### src/rtl/dbw_pkg.sv
package dbw_pkg;

    localparam int DATA_W = 16;
    localparam int BYTE_W = 8;

    typedef enum logic [1:0] {
        ST_IDLE = 2'd0,
        ST_XFER = 2'd1,
        ST_GAP  = 2'd2,
        ST_RESP = 2'd3
    } seq_state_e;

    typedef enum logic {
        SZ_BYTE = 1'b0,
        SZ_WORD = 1'b1
    } acc_size_e;

    typedef struct packed {
        logic ub;
        logic lb;
    } lane_en_t;

    // Byte of a 16-bit word addressed by A0 (big-endian: even = upper half).
    function automatic logic [BYTE_W-1:0] pick_byte(logic [DATA_W-1:0] w, logic a0);
        return a0 ? w[BYTE_W-1:0] : w[DATA_W-1:BYTE_W];
    endfunction

    // Replace the half selected by A0 with a new byte.
    function automatic logic [DATA_W-1:0] place_byte(logic [DATA_W-1:0] cur,
                                                     logic [BYTE_W-1:0] b, logic a0);
        return a0 ? {cur[DATA_W-1:BYTE_W], b} : {b, cur[BYTE_W-1:0]};
    endfunction

    function automatic lane_en_t wide_lanes(acc_size_e sz, logic a0);
        lane_en_t l;
        if (sz == SZ_WORD) begin
            l = '{ub: 1'b1, lb: 1'b1};
        end else begin
            l = '{ub: !a0, lb: a0};
        end
        return l;
    endfunction

endpackage

### src/rtl/dbw_mode_sel.sv
module dbw_mode_sel #(
    parameter int NCS = 4
) (
    input  logic [NCS-1:0] cs,
    input  logic [NCS-1:0] cfg_narrow,
    input  logic           width8_pin,
    output logic           narrow
);
    logic [NCS-1:0] hit;

    for (genvar i = 0; i < NCS; i++) begin : g_hit
        assign hit[i] = cs[i] & cfg_narrow[i];
    end

    assign narrow = width8_pin | (|hit);
endmodule

### src/rtl/dbw_seq.sv
module dbw_seq
    import dbw_pkg::*;
#(
    parameter int AW  = 24,
    parameter int NCS = 4
) (
    input  logic           clk,
    input  logic           rst,
    input  logic           m_req,
    input  logic [NCS-1:0] m_cs,
    input  logic [AW-1:0]  m_addr,
    input  acc_size_e      m_size,
    input  logic           m_we,
    input  logic           narrow_in,
    input  logic           ext_dack,
    output logic           m_ack,
    output logic           m_berr,
    output logic [AW-1:0]  ext_addr,
    output logic           ext_as,
    output logic [NCS-1:0] ext_cs,
    output logic           ext_we,
    output logic           start,
    output logic           capture,
    output logic           narrow_q,
    output acc_size_e      size_q,
    output logic           cur_a0
);
    seq_state_e     st_q, st_d;
    logic [AW-1:0]  addr_q;
    logic [NCS-1:0] cs_q;
    logic           we_q, split_q, phase_q, err_q;
    logic           accept, misalign, last_dack;

    assign accept    = (st_q == ST_IDLE) && m_req;
    assign misalign  = (m_size == SZ_WORD) && m_addr[0];
    assign start     = accept && !misalign;
    assign capture   = (st_q == ST_XFER) && ext_dack;
    assign last_dack = capture && !(split_q && !phase_q);

    always_comb begin
        st_d = st_q;
        unique case (st_q)
            ST_IDLE: if (accept)  st_d = misalign ? ST_RESP : ST_XFER;
            ST_XFER: if (capture) st_d = last_dack ? ST_RESP : ST_GAP;
            ST_GAP:  st_d = ST_XFER;
            ST_RESP: st_d = ST_IDLE;
            default: st_d = ST_IDLE;
        endcase
    end

    always_ff @(posedge clk) begin
        if (rst) begin
            st_q     <= ST_IDLE;
            addr_q   <= '0;
            cs_q     <= '0;
            we_q     <= 1'b0;
            split_q  <= 1'b0;
            phase_q  <= 1'b0;
            err_q    <= 1'b0;
            narrow_q <= 1'b0;
            size_q   <= SZ_BYTE;
        end else begin
            st_q <= st_d;
            if (accept) begin
                addr_q   <= m_addr;
                cs_q     <= m_cs;
                we_q     <= m_we;
                size_q   <= m_size;
                narrow_q <= narrow_in;
                split_q  <= narrow_in && (m_size == SZ_WORD);
                phase_q  <= 1'b0;
                err_q    <= misalign;
            end else if (capture && !last_dack) begin
                phase_q <= 1'b1;
            end
        end
    end

    assign cur_a0   = addr_q[0] | phase_q;
    assign ext_addr = {addr_q[AW-1:1], cur_a0};
    assign ext_as   = (st_q == ST_XFER);
    assign ext_cs   = ext_as ? cs_q : '0;
    assign ext_we   = ext_as && we_q;
    assign m_ack    = (st_q == ST_RESP) && !err_q;
    assign m_berr   = (st_q == ST_RESP) && err_q;

    AST_CS_DURING_AS: assert property (@(posedge clk) disable iff (rst)
        ext_as |-> (ext_cs != '0)) else $error("cs missing with strobe");

    AST_HOLD_UNTIL_DACK: assert property (@(posedge clk) disable iff (rst)
        (ext_as && !ext_dack) |=> (ext_as && $stable(ext_addr) && $stable(ext_cs)))
        else $error("cycle dropped before dack");

    AST_SECOND_ADDR: assert property (@(posedge clk) disable iff (rst)
        (ext_as && $past(st_q) == ST_GAP) |->
        (ext_addr[0] && ext_addr[AW-1:1] == $past(ext_addr[AW-1:1], 2)))
        else $error("second half address wrong");

    AST_ACK_SINGLE: assert property (@(posedge clk) disable iff (rst)
        m_ack |=> !m_ack) else $error("ack longer than one clock");

    AST_ACK_NO_STROBE: assert property (@(posedge clk) disable iff (rst)
        (m_ack || m_berr) |-> !ext_as) else $error("response during cycle");

    AST_BERR_NO_CYCLE: assert property (@(posedge clk) disable iff (rst)
        m_berr |-> ($past(st_q) == ST_IDLE && !m_ack))
        else $error("bus error after a cycle");
endmodule

### src/rtl/dbw_lanes.sv
module dbw_lanes
    import dbw_pkg::*;
(
    input  logic              clk,
    input  logic              rst,
    input  logic              start,
    input  logic              capture,
    input  logic              active,
    input  logic              narrow,
    input  acc_size_e         size,
    input  logic              a0,
    input  logic [DATA_W-1:0] m_wdata,
    input  logic [DATA_W-1:0] ext_rdata,
    output logic [DATA_W-1:0] ext_wdata,
    output logic              ext_ub,
    output logic              ext_lb,
    output logic [DATA_W-1:0] m_rdata
);
    logic [DATA_W-1:0] wbuf_q, rbuf_q;
    lane_en_t          lanes;

    always_ff @(posedge clk) begin
        if (rst) begin
            wbuf_q <= '0;
            rbuf_q <= '0;
        end else if (start) begin
            wbuf_q <= m_wdata;
            rbuf_q <= '0;
        end else if (capture) begin
            rbuf_q <= narrow ? place_byte(rbuf_q, ext_rdata[DATA_W-1:BYTE_W], a0)
                             : ext_rdata;
        end
    end

    always_comb begin
        if (narrow) begin
            ext_wdata = {pick_byte(wbuf_q, a0), {BYTE_W{1'b0}}};
            lanes     = '{ub: 1'b1, lb: 1'b0};
        end else begin
            ext_wdata = wbuf_q;
            lanes     = wide_lanes(size, a0);
        end
    end

    assign ext_ub  = active && lanes.ub;
    assign ext_lb  = active && lanes.lb;
    assign m_rdata = rbuf_q;

    AST_NARROW_UPPER: assert property (@(posedge clk) disable iff (rst)
        (capture && narrow) |=> (rbuf_q[DATA_W-1:BYTE_W] == $past(ext_rdata[DATA_W-1:BYTE_W])
                                 || rbuf_q[BYTE_W-1:0] == $past(ext_rdata[DATA_W-1:BYTE_W])))
        else $error("narrow byte not stored");
endmodule

### src/rtl/dbw_adapter.sv
module dbw_adapter
    import dbw_pkg::*;
#(
    parameter int AW  = 24,
    parameter int NCS = 4
) (
    input  logic           clk,
    input  logic           rst,
    input  logic [NCS-1:0] cfg_narrow,
    input  logic           width8_pin,
    input  logic           m_req,
    input  logic [NCS-1:0] m_cs,
    input  logic [AW-1:0]  m_addr,
    input  logic           m_size,
    input  logic           m_we,
    input  logic [15:0]    m_wdata,
    output logic [15:0]    m_rdata,
    output logic           m_ack,
    output logic           m_berr,
    output logic [AW-1:0]  ext_addr,
    output logic           ext_as,
    output logic [NCS-1:0] ext_cs,
    output logic           ext_we,
    output logic           ext_ub,
    output logic           ext_lb,
    output logic [15:0]    ext_wdata,
    input  logic [15:0]    ext_rdata,
    input  logic           ext_dack
);
    logic      narrow_sel, start, capture, narrow_q, cur_a0;
    acc_size_e size_q;

    dbw_mode_sel #(.NCS(NCS)) mode_i (
        .cs         (m_cs),
        .cfg_narrow (cfg_narrow),
        .width8_pin (width8_pin),
        .narrow     (narrow_sel)
    );

    dbw_seq #(.AW(AW), .NCS(NCS)) seq_i (
        .clk       (clk),
        .rst       (rst),
        .m_req     (m_req),
        .m_cs      (m_cs),
        .m_addr    (m_addr),
        .m_size    (acc_size_e'(m_size)),
        .m_we      (m_we),
        .narrow_in (narrow_sel),
        .ext_dack  (ext_dack),
        .m_ack     (m_ack),
        .m_berr    (m_berr),
        .ext_addr  (ext_addr),
        .ext_as    (ext_as),
        .ext_cs    (ext_cs),
        .ext_we    (ext_we),
        .start     (start),
        .capture   (capture),
        .narrow_q  (narrow_q),
        .size_q    (size_q),
        .cur_a0    (cur_a0)
    );

    dbw_lanes lanes_i (
        .clk       (clk),
        .rst       (rst),
        .start     (start),
        .capture   (capture),
        .active    (ext_as),
        .narrow    (narrow_q),
        .size      (size_q),
        .a0        (cur_a0),
        .m_wdata   (m_wdata),
        .ext_rdata (ext_rdata),
        .ext_wdata (ext_wdata),
        .ext_ub    (ext_ub),
        .ext_lb    (ext_lb),
        .m_rdata   (m_rdata)
    );
endmodule

### config.mk
export PLATFORM = sky130hd
export DESIGN_NAME = dbw_adapter
export DESIGN_NICKNAME = d
export VERILOG_FILES = /design/src/rtl/dbw_pkg.sv /design/src/rtl/dbw_mode_sel.sv /design/src/rtl/dbw_seq.sv /design/src/rtl/dbw_lanes.sv /design/src/rtl/dbw_adapter.sv
export SDC_FILE = /design/constraint.sdc
export NUM_CORES = 1
export LEC_CHECK = 0
export CAP_MARGIN = 20
export CORE_MARGIN = 3
export CORE_UTILIZATION = 45
export DETAILED_ROUTE_END_ITERATION = 10
export GPL_TIMING_DRIVEN = 0
export PLACE_DENSITY = 0.94
export SYNTH_ARGS = -nofsm -noshare
export SYNTH_HDL_FRONTEND = slang
export SYNTH_SLANG_ARGS = --single-unit
### constraint.sdc
create_clock -name clk -period 3.9 [get_ports clk]
set_clock_uncertainty 0.15 [all_clocks]
set_input_delay 1.17 -clock clk [delete_from_list [all_inputs] [get_ports clk]]
set_output_delay 1.17 -clock clk [all_outputs]
set_load 0.005 [all_outputs]
Word-level counts from Yosys, hierarchy flattened
Index checks and enable logic that the tools add are counted.

word-level totals
  register bits = 68

cells by class
  equal/unequal tests = 7
  multiplexer cells = 12
  bitwise operators = 6
  reduce and logical (&&, ||, !) cells = 26

operator list
  operator                                                                  count
  16-bit 2-to-1 mux                                                         3
  1-bit logical AND                                                         13
  2-bit 2-to-1 mux                                                          5
  8-bit 2-to-1 mux                                                          1
  2-bit case mux with 4 select lines                                        1
  1-bit logical NOT                                                         6
  2-bit AND reduction                                                       3
  1-bit bitwise AND                                                         4
  2-bit equality test (second input constant)                               2
  4-bit 2-to-1 mux                                                          1
  2-bit by 1-bit inequality test with 1-bit output (second input constant)  2
  2-bit inequality test (second input constant)                             2
  2-bit OR reduction                                                        2
  4-bit OR reduction                                                        1
  2-bit by 1-bit equality test with 1-bit output (second input constant)    1
  2-bit logical NOT                                                         1
  1-bit OR                                                                  2
  1-bit 2-to-1 mux                                                          1

Depth between registers and ports, before layout
Gate-level depths: netlist (run 1).

  word-level depth = 7
  mapped depth = 6
  depth with buffers taken out = 4

Cells and area by module
Synthesis (run 1) repeated with hierarchy kept, for this count alone.

second synthesis, totals
  cells, all modules = 363
  area total of the unflattened synthesis = 3,478.3 um^2

by module, submodules not included
  module        times used  cells each  area each (um^2)  sequential area each (um^2)
  dbw_seq       1           193         1,910.6           720.7
  dbw_lanes     1           167         1,549.0           640.6
  dbw_mode_sel  1           3           18.8              0.0

Worst setup path before layout (run 1)
Ideal clock, no wire load.

  path kind = register to output
  from = register seq_i.st_q[0]
  to = output port ext_lb
  arrival = 1,025 ps
  path slack = 1,555 ps
  cell stages (with the launch flop) = 5
  path buffers = 2
  path through = dfxtp_1 buf_4 nor2b_1 clkbuf_1 nor3b_1

between the ends
  cells in the longest elaborated chain, start to end = 2

ends and longest elaborated chain
  what                                            line               text
  start: declaration                              dbw_seq.sv:28      seq_state_e st_q, st_d;
  start signal: assignment                        dbw_seq.sv:63      st_q <= st_d;
  2-bit by 1-bit equality test with 1-bit output  dbw_seq.sv:81      assign ext_as = (st_q == ST_XFER);
  named net ext_as                                dbw_adapter.sv:21  output logic ext_as,
  1-bit logical AND                               dbw_lanes.sv:46    assign ext_lb = active && lanes.lb;
  end: declaration                                dbw_adapter.sv:25  output logic ext_lb,

The timed path passes the listed nets, and every way through them passes these cells.

Worst setup path in the final report (run 1)
  from = register seq_i.phase_q
  to = output port ext_wdata[11]

between the ends
  cells in the longest elaborated chain, start to end = 3

ends and longest elaborated chain
  what                      line               text
  start: declaration        dbw_seq.sv:31      logic we_q, split_q, phase_q, err_q;
  start signal: assignment  dbw_seq.sv:58      phase_q <= 1'b0;
  start signal: assignment  dbw_seq.sv:71      phase_q <= 1'b0;
  start signal: assignment  dbw_seq.sv:74      phase_q <= 1'b1;
  1-bit OR                  dbw_seq.sv:79      assign cur_a0 = addr_q[0] | phase_q;
  8-bit 2-to-1 mux          dbw_pkg.sv:25      return a0 ? w[BYTE_W-1:0] : w[DATA_W-1:BYTE_W];
  16-bit 2-to-1 mux         dbw_lanes.sv:36    if (narrow) begin
  end: declaration          dbw_adapter.sv:26  output logic [15:0] ext_wdata,

No other way between the ends.

==> key figures, run 1 <==
STA
  – Final min period: 3.46 ns
  – Final setup fails: 0
  – Slew Limit Fails: 0
  – Worst hold slack: 0.304 ns
  – Worst-Margin Slew: 0.547 ns
  – Final hold violation count: 0
  – Unrepaired setup endpoints after global routing: no
  – Slew headroom: 63.3%
  – Post-route clock period utilization: 88.8%
  – Fmax: 289 MHz
  – Setup_tns: 0 ns

Critical path
  – Crit-path cells: o21ai_1, buf_2, nand2_1, nand2_1, clkdlybuf4s50_1
  – CP arrival: 2.14 ns
  – Most used cell, CP: nand2_1
  – Startpoint Class: flop
  – WP buf/inv: 2
  – Required time of the worst setup path: 2.58 ns
  – CP max FO: 10
  – Longest individual stage delay on the worst path: 0.51 ns
  – Setup CP Type: reg2out
  – CP endpoint kind: output port
  – Slowest-stage cell, CP: clkdlybuf4s50_1
  – Delay-heaviest family, CP: buffers and inverters

Cells and area
  – Fillers: 514
  – Area grow syn2layout: 52.5%
  – Post-route cell area: 4740 µm²
  – # diodes: 0
  – Nets: 611
  – Final Util: 72.5%
  – Share of cells above drive strength 1: 11.9%

Clocking
  – CTS Hold Bufs: 0
  – Post-CTS setup buffers: 0
  – CTS clk-pin slew, worst paths: 0.07 ns
  – H-Tree Depth: 3
  – Largest buffer count on any clock path: 2
  – # clock sinks: 68
  – CTS tree: done
  – CTS root buffer: clkbuf_8
  – TritonCTS Buffers: 9
  – Later-pin clock latency in the skew report: 0.33 ns
  – Post-CTS resize count: 0

Outcome
  – Status: completed

Pwr
  – Sw Share: 25.8%
  – Internal: 1.27 mW
  – Sequential share of power: 44.6%
  – Clock power frac: 32.8%
  – Comb pwr share: 22.5%
  – P_leak: 1.83 nW
  – P_sw: 0.440 mW
  – VDD IR max: 0.270 mV
  – Power per standard cell area: 361 nW/µm²

Placed design
  – Post-DP Area: 4550 µm²
  – IO buf count: 135
  – Routability congestion estimate: 0.823
  – HPWL Detailed: 7070 µm

Floorplan
  – Core Rows: 29
  – Initial Util: 47.6%
  – Die height: 89.1 µm
  – DIE WIDTH: 89.1 µm
  – I/O pin count: 137
  – Die area: 7940 µm²
  – Core area: 6530 µm²

Global routing
  – Total track usage: 23.5%
  – Vias in the first global route: 3,146
  – Largest net degree at the start of global routing: 11
  – Initial antenna violation count: 0
  – GR Overflow Total: 0
  – First-pass GRT wire length: 14,600 µm

Drt
  – Routed WL per cell: 14.9 µm
  – Antenna-violating nets left: 0
  – Initial DRT Pass Iterations: 4
  – DR vias: 3,226
  – Detailed-route DRC error count: 0
  – 1st-iter DRT viols: 177
  – WL final: 9270 µm
  – Via-to-Cell Ratio: 5.19

Yosys
  – Ys Warns: 0
  – Register area share after synthesis: 43.8%
  – Post-synth top area share: 43.8%
  – Post-synth top area cell: dfxtp_1
  – Dominant cells by area after synthesis: dfxtp_1 44%, a21oi_1 12%, nand2_1 10%
  – Syn Nets: 465
  – Mean Syn Cell Area: 7.89 µm²
  – Number of distinct library cells after synthesis: 37
  – #FFs+latches synth: 68
  – Post-Syn Instances: 394
  – Mapped Area: 3110 µm²

Worst hold path
  – Hold crit path type: reg2reg

Run
  – Max Cap Violations: 0
synthesized netlist by cell type:
| master | count |
|---|---|
| o21ai_0 | 23 |
| buf_6 | 7 |
| buf_1 | 1 |
| clkbuf_1 | 8 |
| o21a_1 | 1 |
| o21ai_1 | 2 |
| nor2b_1 | 17 |
| or3b_1 | 1 |
| and3_1 | 1 |
| a2bb2oi_1 | 1 |
| nand3b_2 | 1 |
| and3b_1 | 1 |
| a222oi_1 | 1 |
| a21o_1 | 1 |
| nor2_1 | 8 |
| buf_2 | 10 |
| nor3_1 | 2 |
| and2b_1 | 1 |
| or3b_4 | 1 |
| o21ai_2 | 1 |
| a211oi_1 | 9 |
| and2_1 | 5 |
| and2_0 | 2 |
| clkbuf_2 | 2 |
| nor3b_1 | 1 |
| a21oi_2 | 1 |
| nand2_2 | 1 |
| buf_4 | 28 |
| dfxtp_1 | 68 |
| a22oi_1 | 1 |
| o31a_1 | 1 |
| nand3_1 | 24 |
| a21oi_1 | 72 |
| inv_1 | 1 |
| nand3b_1 | 3 |
| nand2_1 | 85 |
| nor3b_4 | 1 |
worst register-to-register path, stage by stage, from the launching register on:
cell	delay, ns
dfxtp_1	0.39
clkbuf_2	0.25
clkbuf_1	0.46
nor2_1	0.10
a211oi_1	0.20
kinds of logic after synthesis:
family          synth area share (%)
simple gates                    23.8
flops                           43.8
buf+inv                         12.4
compound gates                  20.0
final cells by class:
type	count	area [µm²]	share of cell area [%]
tap	77	96.3	2.03
timing repair buffer	135	1350	28.5
clock buffer	13	149	3.14
sequential	68	1360	28.7
buffer	56	383	8.08
multi-input combinational	269	1360	28.7
inverter	1	3.75	0.0792
clock inverter	2	35.0	0.739
cells in the final DEF, fill, tap and decap left out, types with 2 or more instances in the layout:
master,n
clkbuf_2,2
a211oi_1,9
o21ai_1,2
nor2b_1,17
o21ai_0,23
and2_1,5
clkbuf_1,11
nand2_1,85
nor3_1,2
clkdlybuf4s50_1,135
and2_0,2
dfxtp_1,68
nand3b_1,3
buf_6,7
a21oi_1,72
buf_4,28
nor2_1,8
nand3_1,24
buf_2,10
clkbuf_8,10
power by group through the flow:
stage	combinational (mW)	sequential [mW]	clock, mW
after floorplan	0.190	0.773	0
after detailed placement	0.385	0.778	0
final	0.385	0.763	0.561
after global routing	0.421	0.768	0.600
after global placement	0.375	0.775	0
after CTS	0.387	0.763	0.570
stage by stage:
step,total power [mW],setup WS (ns),instances
4_1_cts,1.72,0.456,621
2_1_floorplan,0.963,1.55,394
6_report,1.71,0.435,621
5_1_grt,1.79,0.274,621
3_5_place_dp,1.16,0.826,606
3_3_place_gp,1.15,0.832,606
per-layer routing:
layer	global-route usage, %	share of wire (%)	vias to the layer above
met2	41.2	52	117
met1	27.8	40	1504
met5	0	0	-
li1	-	-	1589
met3	5.90	6.6	16
met4	8.39	1.6	0
registers in the layout (all words and copies together) (netlist names):
register         flops
lanes_i.m_rdata     16
seq_i.st_q           2
seq_i.phase_q        1
seq_i.we_q           1
seq_i.addr_q        24
seq_i.err_q          1
seq_i.narrow_q       1
seq_i.size_q         1
lanes_i.wbuf_q      16
seq_i.cs_q           4
seq_i.split_q        1
worst paths after layout:
path	from	slack, ns	cells after the start	end
worst max-delay path	seq_i.phase_q	0.44	5	ext_wdata[11]
worst min-delay path	seq_i.cs_q[1]	0.30	2	seq_i.cs_q[1]
worst max register to register	seq_i.narrow_q	2.26	4	seq_i.narrow_q
worst min register to register	seq_i.cs_q[1]	0.30	2	seq_i.cs_q[1]
Power figures use the tool's default switching activity.
==> run 2, diff against run 1 <==
Settings changed: CAP_MARGIN 20 to 10, REMOVE_ABC_BUFFERS from default to 1.
==> key figures, run 2 (synthesis gave the netlist of run 1 again) <==
Placed design
  – IO buf count: 136
  – Routability congestion estimate: 0.875
  – HPWL Detailed: 6070 µm
  – Post-DP Area: 4220 µm²

Global routing
  – Initial antenna violation count: 0
  – First-pass GRT wire length: 13,700 µm
  – Total track usage: 22.0%
  – GR Overflow Total: 0
  – Largest net degree at the start of global routing: 54
  – Vias in the first global route: 2,939

Floorplan
  – DIE WIDTH: 89.1 µm
  – Initial Util: 47.6%
  – Die height: 89.1 µm
  – Core Rows: 29
  – I/O pin count: 137
  – Die area: 7940 µm²
  – Core area: 6530 µm²

STA
  – Slew Limit Fails: 0
  – Final min period: 3.54 ns
  – Fmax: 282 MHz
  – Unrepaired setup endpoints after global routing: no
  – Worst-Margin Slew: 0.959 ns
  – Post-route clock period utilization: 90.8%
  – Final hold violation count: 0
  – Slew headroom: 36.1%
  – Final setup fails: 0

Clocking
  – TritonCTS Buffers: 9
  – H-Tree Depth: 3
  – Largest buffer count on any clock path: 2
  – CTS clk-pin slew, worst paths: 0.07 ns
  – Later-pin clock latency in the skew report: 0.32 ns
  – CTS root buffer: clkbuf_8
  – CTS tree: done
  – # clock sinks: 68

Outcome
  – Status: completed

Pwr
  – Power per standard cell area: 406 nW/µm²
  – Tot Pwr: 1.82 mW
  – VDD IR max: 0.296 mV
  – P_leak: 1.64 nW

Critical path
  – CP arrival: 2.22 ns
  – Crit-path cells: o21a_2, nand2_1, nand2_1, clkdlybuf4s50_1
  – Setup CP Type: reg2out
  – CP endpoint kind: output port
  – CP max FO: 24
  – Startpoint Class: flop
  – WP buf/inv: 1
  – Longest individual stage delay on the worst path: 0.64 ns
  – Required time of the worst setup path: 2.58 ns
  – Slowest-stage cell, CP: dfxtp_2
  – Most used cell, CP: nand2_1
  – Delay-heaviest family, CP: flip-flops

Worst hold path
  – Hold crit path type: reg2reg

Cells and area
  – Commonest non-fill, non-tap cell in the layout: clkdlybuf4s50_1
  – Number of flip-flops under the largest register name: 24
  – # diodes: 0
  – Post-route cell area: 4480 µm²
  – Seq. cell area: 1360 µm²
  – Area grow syn2layout: 44.1%
  – Share of cells above drive strength 1: 5.49%
  – Nets: 558
  – Fillers: 535
  – Most frequent cells in the layout: 135 x clkdlybuf4s50_1, 85 x nand2_1, 72 x a21oi_1
  – Area taken by multi-input logic gates: 1360 µm²
  – Biggest register: seq_i.addr_q

Drt
  – 1st-iter DRT viols: 156
  – Via-to-Cell Ratio: 5.47
  – DR vias: 3,112
  – Routed WL per cell: 15.5 µm
  – Initial DRT Pass Iterations: 4
  – WL final: 8800 µm
  – Detailed-route DRC error count: 0
  – Antenna-violating nets left: 0

Run
  – Max Cap Violations: 0
## run 2: what timing repair did
action | in CTS | in global routing
setup endpoints to repair | 8 | 8
hold buffers | 0 | 0
buffers inserted | 0 | 0
cloned | 0 | 0
pin swaps | 0 | 0
resized for setup | 2 | 1
## run 2: cell type report
type,instances,share of cell area (%)
Clock buffer,12,3.47
Clock inverter,4,2.12
Inverter,1,0.0839
Multi-Input combinational cell,269,30.5
Sequential cell,68,30.4
Tap cell,77,2.15
Timing Repair Buffer,138,31.3
## run 2: final timing paths
path / from / end / slack (ns) / depth (start not counted)
setup / recovery: seq_i.narrow_q / ext_wdata[15] / 0.36 / 4
hold / removal: seq_i.we_q / seq_i.we_q / 0.30 / 2
setup reg to reg: seq_i.st_q[1] / lanes_i.m_rdata[5] / 1.71 / 4
hold reg to reg: seq_i.we_q / seq_i.we_q / 0.30 / 2
## run 2: layer usage
metal,part of all wire (%),routed length [µm],up-vias,track usage [%]
li1,-,-,1490,-
met1,39,3420,1458,23.6
met2,50,4400,153,38.4
met3,9.7,857,11,9.22
met4,1.3,114,0,8.25
met5,0,0,-,0
## run 2: tightest hold or removal path, delay by kind of cell, from the launching register on
family / cells / cell delay, ns
AOI/OAI and AO/OA: 1 / 0.05
DFF: 1 / 0.31
and+or+nand+nor: 1 / 0.05
## run 2: stage by stage
step                setup slack [ns]  setup TNS (ns)  std cells  utilization (%)  hold WS [ns]
finish                         0.357               0        569             68.5         0.302
global route                   0.208               0        569             68.5         0.327
CTS                           0.0111               0        569             68.5         0.304
detailed placement             0.219               0        553             64.6         0.293
global placement              -0.271           -4.40        551             64.0         0.287
floorplan                      0.904               0        338                -         0.276
## run 2: report_power, final
group	total (mW)	switching (mW)	internal [mW]
clock network	0.716	0.256	0.459
logic	0.330	0.144	0.186
registers	0.774	0.0348	0.739
total	1.82	0.435	1.38
